[src/rtl/sctl_pkg.sv]
package sctl_pkg;

    typedef enum logic [1:0] {
        M_NONE = 2'd0,
        M_WR_A = 2'd1,
        M_WR_B = 2'd2,
        M_RD   = 2'd3
    } xfer_mode_e;

    localparam logic [7:0] ADDR_WR_A = 8'h82;
    localparam logic [7:0] ADDR_WR_B = 8'h92;
    localparam logic [7:0] ADDR_RD   = 8'hA2;

    // field positions inside control word B
    localparam int MON_LSB  = 0;
    localparam int DIR1_BIT = 3;
    localparam int DIR2_BIT = 4;
    localparam int RUN_BIT  = 11;

endpackage

[src/rtl/sctl_sync.sv]
module sctl_sync #(
    parameter int W      = 5,
    parameter int STAGES = 2
) (
    input  logic         clk,
    input  logic         rst_n,
    input  logic [W-1:0] d,
    output logic [W-1:0] q
);
    logic [W-1:0] stage_q [STAGES];

    always_ff @(posedge clk or negedge rst_n) begin
        if (!rst_n) begin
            for (int i = 0; i < STAGES; i++) stage_q[i] <= '0;
        end else begin
            stage_q[0] <= d;
            for (int i = 1; i < STAGES; i++) stage_q[i] <= stage_q[i-1];
        end
    end

    assign q = stage_q[STAGES-1];
endmodule

[src/rtl/sctl_monitor.sv]
module sctl_monitor (
    input  logic [2:0] sel,
    input  logic       locked,
    input  logic       eoc,
    input  logic       io1_lvl,
    input  logic       io2_lvl,
    input  logic       io1_out,
    input  logic       io2_out,
    output logic       pull_low
);
    always_comb begin
        unique case (sel)
            3'b001:  pull_low = ~locked;
            3'b010:  pull_low = eoc;
            3'b101:  pull_low = io1_out ? 1'b0 : ~io1_lvl;
            3'b110:  pull_low = io2_out ? 1'b0 : ~io2_lvl;
            default: pull_low = 1'b0;
        endcase
    end
endmodule

[src/rtl/sctl_serial_if.sv]
module sctl_serial_if
    import sctl_pkg::*;
#(
    parameter int DATA_W      = 24,
    parameter int ADDR_W      = 8,
    parameter int CNT_W       = 20,
    parameter int SYNC_STAGES = 2,
    parameter int XTAL_BIT    = 20
) (
    input  logic              clk,
    input  logic              rst_n,
    input  logic              en_i,
    input  logic              sck_i,
    input  logic              sdi_i,
    input  logic              lock_i,
    input  logic              cnt_done_i,
    input  logic [CNT_W-1:0]  cnt_value_i,
    input  logic              io1_pin_i,
    input  logic              io2_pin_i,
    output logic              sdo_low_o,
    output logic [DATA_W-1:0] ctrl_a_o,
    output logic [DATA_W-1:0] ctrl_b_o
);
    localparam int STAT_W = CNT_W + 3;
    localparam int BCNT_W = $clog2(DATA_W + 1);
    localparam logic [BCNT_W-1:0] NB_FULL = BCNT_W'(DATA_W);
    localparam logic [DATA_W-1:0] A_RST   = DATA_W'(1) << XTAL_BIT;

    typedef struct packed {
        logic              en_p;
        logic              sck_p;
        xfer_mode_e        mode;
        logic [ADDR_W-1:0] addr;
        logic [DATA_W-1:0] sh;
        logic [BCNT_W-1:0] nb;
        logic [STAT_W-1:0] rd;
        logic              skip;
        logic              eoc;
        logic [DATA_W-1:0] wa;
        logic [DATA_W-1:0] wb;
    } st_t;

    st_t q, d;
    logic en_s, sck_s, sdi_s, io1_s, io2_s;
    logic en_rise, en_fall, sck_rise, sck_fall;
    logic mon_low;

    sctl_sync #(.W(5), .STAGES(SYNC_STAGES)) u_sync (
        .clk   (clk),
        .rst_n (rst_n),
        .d     ({en_i, sck_i, sdi_i, io1_pin_i, io2_pin_i}),
        .q     ({en_s, sck_s, sdi_s, io1_s, io2_s})
    );

    sctl_monitor u_mon (
        .sel      (q.wb[MON_LSB +: 3]),
        .locked   (lock_i),
        .eoc      (q.eoc),
        .io1_lvl  (io1_s),
        .io2_lvl  (io2_s),
        .io1_out  (q.wb[DIR1_BIT]),
        .io2_out  (q.wb[DIR2_BIT]),
        .pull_low (mon_low)
    );

    assign en_rise  =  en_s  & ~q.en_p;
    assign en_fall  = ~en_s  &  q.en_p;
    assign sck_rise =  sck_s & ~q.sck_p;
    assign sck_fall = ~sck_s &  q.sck_p;

    always_comb begin
        d       = q;
        d.en_p  = en_s;
        d.sck_p = sck_s;

        if (!en_s && sck_rise)
            d.addr = {q.addr[ADDR_W-2:0], sdi_s};

        if (en_rise) begin
            d.nb   = '0;
            d.skip = sck_s;
            unique case (q.addr)
                ADDR_WR_A: d.mode = M_WR_A;
                ADDR_WR_B: d.mode = M_WR_B;
                ADDR_RD: begin
                    d.mode = M_RD;
                    d.rd   = {io2_s, io1_s, lock_i, cnt_value_i};
                end
                default:   d.mode = M_NONE;
            endcase
        end else if (en_s) begin
            if (sck_rise && (q.mode == M_WR_A || q.mode == M_WR_B) && q.nb < NB_FULL) begin
                d.sh = {q.sh[DATA_W-2:0], sdi_s};
                d.nb = q.nb + BCNT_W'(1);
            end
            if (sck_fall && q.mode == M_RD) begin
                if (q.skip) d.skip = 1'b0;
                else        d.rd   = {q.rd[STAT_W-2:0], 1'b1};
            end
        end

        if (cnt_done_i) d.eoc = 1'b1;

        if (en_fall) begin
            d.mode = M_NONE;
            if (q.nb == NB_FULL) begin
                if (q.mode == M_WR_A) d.wa = q.sh;
                if (q.mode == M_WR_B) begin
                    d.wb = q.sh;
                    if (q.sh[RUN_BIT] && !q.wb[RUN_BIT]) d.eoc = 1'b0;
                end
            end
        end

        if (en_s) d.eoc = 1'b0;
    end

    always_ff @(posedge clk or negedge rst_n) begin
        if (!rst_n) begin
            q      <= '0;
            q.mode <= M_NONE;
            q.wa   <= A_RST;
        end else begin
            q <= d;
        end
    end

    always_comb begin
        if (en_s) sdo_low_o = (q.mode == M_RD) ? ~q.rd[STAT_W-1] : 1'b0;
        else      sdo_low_o = mon_low;
    end

    assign ctrl_a_o = q.wa;
    assign ctrl_b_o = q.wb;


    mode_in_xfer_chk: assert property (@(posedge clk) disable iff (!rst_n)
        (q.mode != M_NONE) |-> q.en_p);


    bit_count_bound_chk: assert property (@(posedge clk) disable iff (!rst_n)
        q.nb <= NB_FULL);


    commit_on_fall_chk: assert property (@(posedge clk) disable iff (!rst_n)
        !en_fall |=> ($stable(ctrl_a_o) && $stable(ctrl_b_o)));


    read_shift_chk: assert property (@(posedge clk) disable iff (!rst_n)
        (q.mode == M_RD && en_s && !en_rise && sck_fall && !q.skip)
        |=> (q.rd[STAT_W-1:1] == $past(q.rd[STAT_W-2:0])));


    write_open_chk: assert property (@(posedge clk) disable iff (!rst_n)
        (en_s && (q.mode == M_WR_A || q.mode == M_WR_B)) |-> !sdo_low_o);


    idle_open_chk: assert property (@(posedge clk) disable iff (!rst_n)
        (!en_s && (ctrl_b_o[2:0] == 3'b000 || ctrl_b_o[2:0] == 3'b011 ||
                   ctrl_b_o[2:0] == 3'b100 || ctrl_b_o[2:0] == 3'b111)) |-> !sdo_low_o);


    eoc_clear_chk: assert property (@(posedge clk) disable iff (!rst_n)
        en_s |=> !q.eoc);
endmodule

[config.mk]
export PLATFORM = sky130hd
export DESIGN_NAME = sctl_serial_if
export DESIGN_NICKNAME = d
export VERILOG_FILES = /design/src/rtl/sctl_pkg.sv /design/src/rtl/sctl_sync.sv /design/src/rtl/sctl_monitor.sv /design/src/rtl/sctl_serial_if.sv
export SDC_FILE = /design/constraint.sdc
export NUM_CORES = 1
export LEC_CHECK = 0
export ABC_AREA = 1
export BUFFER_PORTS_ARGS = -buffer_cell sky130_fd_sc_hd__buf_2
export CAP_MARGIN = 20
export CORE_ASPECT_RATIO = 0.8
export CORE_MARGIN = 2
export CORE_UTILIZATION = 56
export DETAILED_ROUTE_END_ITERATION = 8
export GPL_TIMING_DRIVEN = 0
export PLACE_DENSITY_LB_ADDON = 0.05
export SKIP_LAST_GASP = 1
export SLEW_MARGIN = 20
export SYNTH_ARGS = -nofsm -noshare
export SYNTH_HDL_FRONTEND = slang
export SYNTH_SLANG_ARGS = --single-unit
[constraint.sdc]
create_clock -name clk -period 3.61 [get_ports clk]
set_clock_uncertainty 0.15 [all_clocks]
set_input_delay 0.361 -clock clk [delete_from_list [all_inputs] [get_ports clk]]
set_output_delay 0.361 -clock clk [all_outputs]
set_load 0.005 [all_outputs]
Word level (Yosys, flattened, before mapping):

Index checks and enable logic that the tools add are counted.

* $add $sub $neg: 1
* $lt $le $gt $ge: 1
* equal/unequal tests: 13
* muxes and demuxes: 22
* bitwise gates (word level): 13
* reductions and logical operators: 18

Operators by type and width (count)
* 49-bit 2-to-1 mux: 2
* 24-bit 2-to-1 mux: 3
* 29-bit 2-to-1 mux: 2
* 23-bit 2-to-1 mux: 2
* 8-bit equality test, second input constant: 3
* 1-bit NOT: 9
* 3-bit AND reduction: 3
* 1-bit 2-to-1 mux: 8
* 2-bit nonzero test: 4
* 3-bit equality test, second input constant: 2
* 2-bit one-hot mux with 3 select lines: 1
* 5-bit by 1-bit adder with 5-bit output, second input constant: 1
* 5-bit equality test, second input constant: 1
* 1-bit logical AND: 5
* 5-bit < comparator, second input constant: 1
* 5-bit 2-to-1 mux: 1
* 1-bit AND: 4
* 2-bit equality test, second input constant: 2
* 2-bit 2-to-1 mux: 2
* 2-bit by 1-bit inequality test with 1-bit output, second input constant: 2
* 1-bit one-hot mux with 4 select lines: 1
* 2-bit AND reduction: 2
* 4-bit AND reduction: 1
* 3-bit by 1-bit equality test with 1-bit output, second input constant: 1
* 4 further kinds: 5

* register bits after elaboration: 124
* bits of input ports: 29
* output and inout bits: 49
* word-level logic and storage cells: 81

Longest topological paths before layout:

* word-level depth: 7
* mapped depth: 10
* gate-level depth less buffers: 8

Cells and area by module:

Synthesis repeated with hierarchy kept, for this count alone.

* cells, all modules: 642
* area, all modules: 5748.0 µm²

By module, submodules not included
* sctl_serial_if: instances 1, cells each 607, area each 5357.6 µm², sequential area each 2854.0 µm²
* sctl_sync: instances 1, cells each 15, area each 287.8 µm², sequential area each 250.2 µm²
* sctl_monitor: instances 1, cells each 20, area each 102.6 µm², sequential area each 0.0 µm²

Worst setup path after synthesis:

No wires, ideal clock.

* path kind: register to register
* from: register u_sync.stage_q (netlist bit u_sync.q[4])
* to: register q (netlist bit ctrl_b_o[23])
* setup time: 118 ps
* arrival: 1422 ps
* data required time: 3342 ps
* path slack: 1920 ps
* stages on the path, launching flop included: 9
* buffers on the path: 1
* period minus slack after synthesis: 1690 ps
* cells stage by stage: dfrtp_1 -> inv_1 -> ha_1 -> nand3_1 -> nor3_4 -> inv_4 -> buf_6 -> nand2_1 -> o21ai_2

* longest elaborated chain between the ends: 3

RTL lines
* start: declaration: line sctl_sync.sv:10 `logic [W-1:0] stage_q [STAGES];`
* 1-bit NOT: line sctl_serial_if.sv:67 `assign en_fall = ~en_s & q.en_p;`
* 1-bit AND: line sctl_serial_if.sv:67
* 3-bit AND reduction (no line)
* end: declaration: line sctl_serial_if.sv:43 `st_t q, d;`

Every way passes these cells.
A chain may end at the register's enable or synchronous reset.

Worst setup path in the final report:

* from: register q (netlist bit ctrl_b_o[0])
* to: output sdo_low_o

* longest elaborated chain between the ends: 3
* elaborated cells on any way between the ends: 6
* classes of those cells: eq/ne: 4; mux: 2

RTL lines
* 3-bit equality test, or another cell as far along: line sctl_monitor.sv:12 `unique case (sel)`
* 1-bit one-hot mux with 4 select lines *: line sctl_monitor.sv:12
* 1-bit 2-to-1 mux *: line sctl_serial_if.sv:129 `if (en_s) sdo_low_o = (q.mode == M_RD) ? ~q.rd[STAT_W-1] : 1'b0;`
* end: declaration: line sctl_serial_if.sv:20 `output logic sdo_low_o,`

Every way passes the cells marked *; elsewhere a longest branch is shown, timed or not.

==> metrics.yaml <==
run_status: "completed"
drt_wl_total_um: 11500
muxShareOfSynthArea_pct: 0
nFillCells: 759
netlist_instances: 620
num_rows: 32
synth_largest_area_cell: "sky130_fd_sc_hd__dfrtp_1"
fraction_of_layout_cells_with_a_size_suffix_above_1_pct: 27.4
endpoints_failing_hold: 0
use_met3_pct: 5.25
most_used_routing_layer_in_global_routing: "met2"
synth_compound_area_share_pct: 9.22
antenna_left: 0
clock_transition_at_path_regs_ns: 0.05
period_needed_ns: 1.97
clk-insertion-delay-late_ns: 0.41
synthXorXnorAreaFrac_pct: 0.314
cts_buffer_depth: 2
antenna_found_initial: 0
syn_to_final_growth_pct: 22.0
placedInstanceArea_mm2: 0.00617
buffers_added_on_ports: 77
wl_cell_um: 13.2
finalWeightedCongestion: 0.796
regToRegEndpoint: "q[57]"
worstReg2RegStart: "u_sync.q[4]"
cp_slowest_stage_delay_ns: 0.40
num_vias: 4242
met1_usage_pct: 33.9
crit_chain: "inv_1, nor2_1, nand2_1, nand3_1, nand3_1, nand2_1, buf_2"
worst_setup_path_startpoint: "ctrl_b_o[0]"
design.final.nets: 759
dieHeight_um: 93.3
cp-start-kind: "flop"
h-tree-depth: 4
route.detailed.drc: 0
max-slew-margin-rel_pct: 64.3
first_pass_iteration_count_of_the_detailed_router: 5
synth_area_mm2: 0.00558
ys_types: 26
cap_violations: 0
number_of_buffers_created_by_cts: 17
clock_tree.root_cell: "sky130_fd_sc_hd__clkbuf_16"
pwr_density_cell_mw_per_mm2: 481
synth-async-reset-ratio_pct: 100
global_router_s_overall_resource_usage_pct: 23.6
detailedRoute.firstIterationViolations: 346
critical_path.max_fanout: 3
ys_warn_count: 0
fp.dieArea_mm2: 0.0108
final_design_area_no_fill_mm2: 0.00680
unrepaired_setup_endpoints_after_global_routing: "no"
synth_seq_area_share_pct: 55.7
rrSetupSlack_ns: 1.66
grt_max_degree: 71
crit_end: "sdo_low_o"
worstHoldPathType: "primary input to flop"
grt_first_pass_wirelength_um: 19500
grt_pass1_vias: 4121
syn_nets: 656
setup_viol: 0
core-area_mm2: 0.00965
cp-end-kind: "output port"
met2_usage_pct: 34.8
timing.critical_path.required_ns: 3.10
ys_ff_latch: 124
synthesis.area_per_instance_um2: 8.99
synth-adder-area-share_pct: 1.57
timing.final.crit_share_pct: 54.6
criticalPathCategory: "flop to output port"
die-width_um: 116
place_inst: 834
boundaryPins: 78
dominantRegCellSynth: "sky130_fd_sc_hd__dfrtp_1"
synth-edff-count: 0
clock-sinks: 124
static-leakage-power_nw: 3.50
initial_core_util_pct: 57.8
place.detailed.hpwl_um: 7730
vias_per_cell: 4.86
ir_drop_mv: 0.353
yosys-top-cells-area: "sky130_fd_sc_hd__dfrtp_1, sky130_fd_sc_hd__nand2_1, sky130_fd_sc_hd__buf_4"
crit_path_top_delay_cell: "sky130_fd_sc_hd__dfrtp_1"
insertedDiodeCount: 0
fmaxAchievable_mhz: 507
ff2ff_path_depth: 8
tritoncts: "built"
post_synth_and_or_nand_nor_area_fraction_pct: 20.3
global_route.overflow_total: 0
cp.arrival_ns: 1.46
instances_no_fill: 872
slew_viol_final: 0
main_combinational_cell_family_by_area_after_synthesis: "simple AND/OR/NAND/NOR gates"
tightestPinTransition_ns: 0.535
synth_top_cell_area_share_pct: 55.2
accumulated_negative_setup_slack_ns: 0
==> cells in the final DEF (no fill, tap or decap), types with 2 or more instances in the layout <==
cell	n
sky130_fd_sc_hd__clkbuf_1	17
sky130_fd_sc_hd__nand2_1	210
sky130_fd_sc_hd__o21ai_0	48
sky130_fd_sc_hd__a21oi_1	3
sky130_fd_sc_hd__nand4_1	3
sky130_fd_sc_hd__nand3_1	38
sky130_fd_sc_hd__xnor2_1	2
sky130_fd_sc_hd__dlygate4sd3_1	6
sky130_fd_sc_hd__buf_4	50
sky130_fd_sc_hd__inv_1	48
sky130_fd_sc_hd__buf_2	80
sky130_fd_sc_hd__nor2_1	17
sky130_fd_sc_hd__o21ai_1	9
sky130_fd_sc_hd__nand2_2	2
sky130_fd_sc_hd__ha_1	7
sky130_fd_sc_hd__dfrtp_1	123
sky130_fd_sc_hd__o21ai_2	23
sky130_fd_sc_hd__clkbuf_16	17
sky130_fd_sc_hd__or2_2	2
sky130_fd_sc_hd__buf_6	8
sky130_fd_sc_hd__clkbuf_8	6
sky130_fd_sc_hd__o22ai_1	2
sky130_fd_sc_hd__clkinv_2	6
==> Yosys cell counts (3+ instances only) <==
library cell	n
sky130_fd_sc_hd__clkbuf_1	15
sky130_fd_sc_hd__dfrtp_1	123
sky130_fd_sc_hd__buf_2	4
sky130_fd_sc_hd__nand2_1	210
sky130_fd_sc_hd__o21ai_0	48
sky130_fd_sc_hd__ha_1	7
sky130_fd_sc_hd__inv_1	48
sky130_fd_sc_hd__nand3_1	38
sky130_fd_sc_hd__nand4_1	3
sky130_fd_sc_hd__a21oi_1	3
sky130_fd_sc_hd__nor2_1	17
sky130_fd_sc_hd__buf_6	7
sky130_fd_sc_hd__buf_4	50
sky130_fd_sc_hd__o21ai_2	23
sky130_fd_sc_hd__o21ai_1	9
==> critical path, delay by kind of cell (launching register included) <==
kind | cells | cell delay (ns)
buffers and inverters | 2 | 0.19
AND/OR/NAND/NOR | 5 | 0.46
flip-flops | 1 | 0.40
==> per-layer routing <==
layer	part of all wire, %	up-vias
met2	46	87
met5	0	-
met1	49	2036
met3	3.9	11
met4	1.2	0
li1	-	2108
==> power by group <==
group / switching, mW / total (mW) / internal (mW)
Combinational: 0.104 / 0.169 / 0.0653
Sequential: 0.0318 / 1.48 / 1.44
Clock: 0.574 / 1.62 / 1.05
==> repair_timing <==
| action | in CTS | in global routing |
|---|---|---|
| endpoints found under the hold margin | 58 | 0 |
| hold buffers | 6 | 0 |
| endpoints found under the setup margin | 0 | 0 |
| setup buffers | 0 | 0 |
| gates resized for setup | 0 | 0 |
==> stage by stage <==
| stage | total power, mW | hold slack, ns | utilization [%] | setup WS [ns] |
|---|---|---|---|---|
| 2_1_floorplan | 1.59 | -0.0846 | - | 1.92 |
| 3_3_place_gp | 1.65 | 0.183 | 63.6 | 0.467 |
| 3_5_place_dp | 1.66 | 0.185 | 63.9 | 1.67 |
| 4_1_cts | 3.30 | 0.0760 | 70.5 | 1.62 |
| 5_1_grt | 3.39 | 0.103 | 70.5 | 1.51 |
| 6_report | 3.27 | 0.0879 | 70.5 | 1.64 |
==> cell type report <==
cell class                 count  area (µm²)  area share [%]
clock buffer                  25         515            7.58
clock inverter                 7        60.1           0.883
multi-input combinational    370        1750            25.8
timing repair buffer          84         479            7.05
buffer                        76         531            7.80
sequential                   124        3100            45.6
tap                          136         170            2.50
inverter                      50         190            2.80
==> kinds of logic (layout without fill, tap and decap cells) <==
logic type	count (synthesis)	after routing
and+or+nand+nor	276	276
DFF	124	124
xor gates and xnor gates	2	2
adders and majority gates	7	7
buffers and inverters	126	242
AOI/OAI and AO/OA	85	85
==> registers in the layout, summed over array words and instances, names as in the netlist <==
signal,flops
ctrl_b_o,24
ctrl_a_o,24
q,66
u_sync.q,5
u_sync.stage_q,5
==> how the worst min path moves through the flow <==
stage,start,slack (ns),to,cells past startpoint
floorplan,rst_n,-0.08,ctrl_a_o[0],0
global placement,u_sync.stage_q[8],0.18,u_sync.q[3],0
detailed placement,u_sync.stage_q[8],0.18,u_sync.q[3],0
CTS,cnt_value_i[10],0.08,q[60],5
global route,cnt_value_i[0],0.10,q[50],4
finish,cnt_value_i[0],0.09,q[50],4
(Power assumes the default switching activity.)
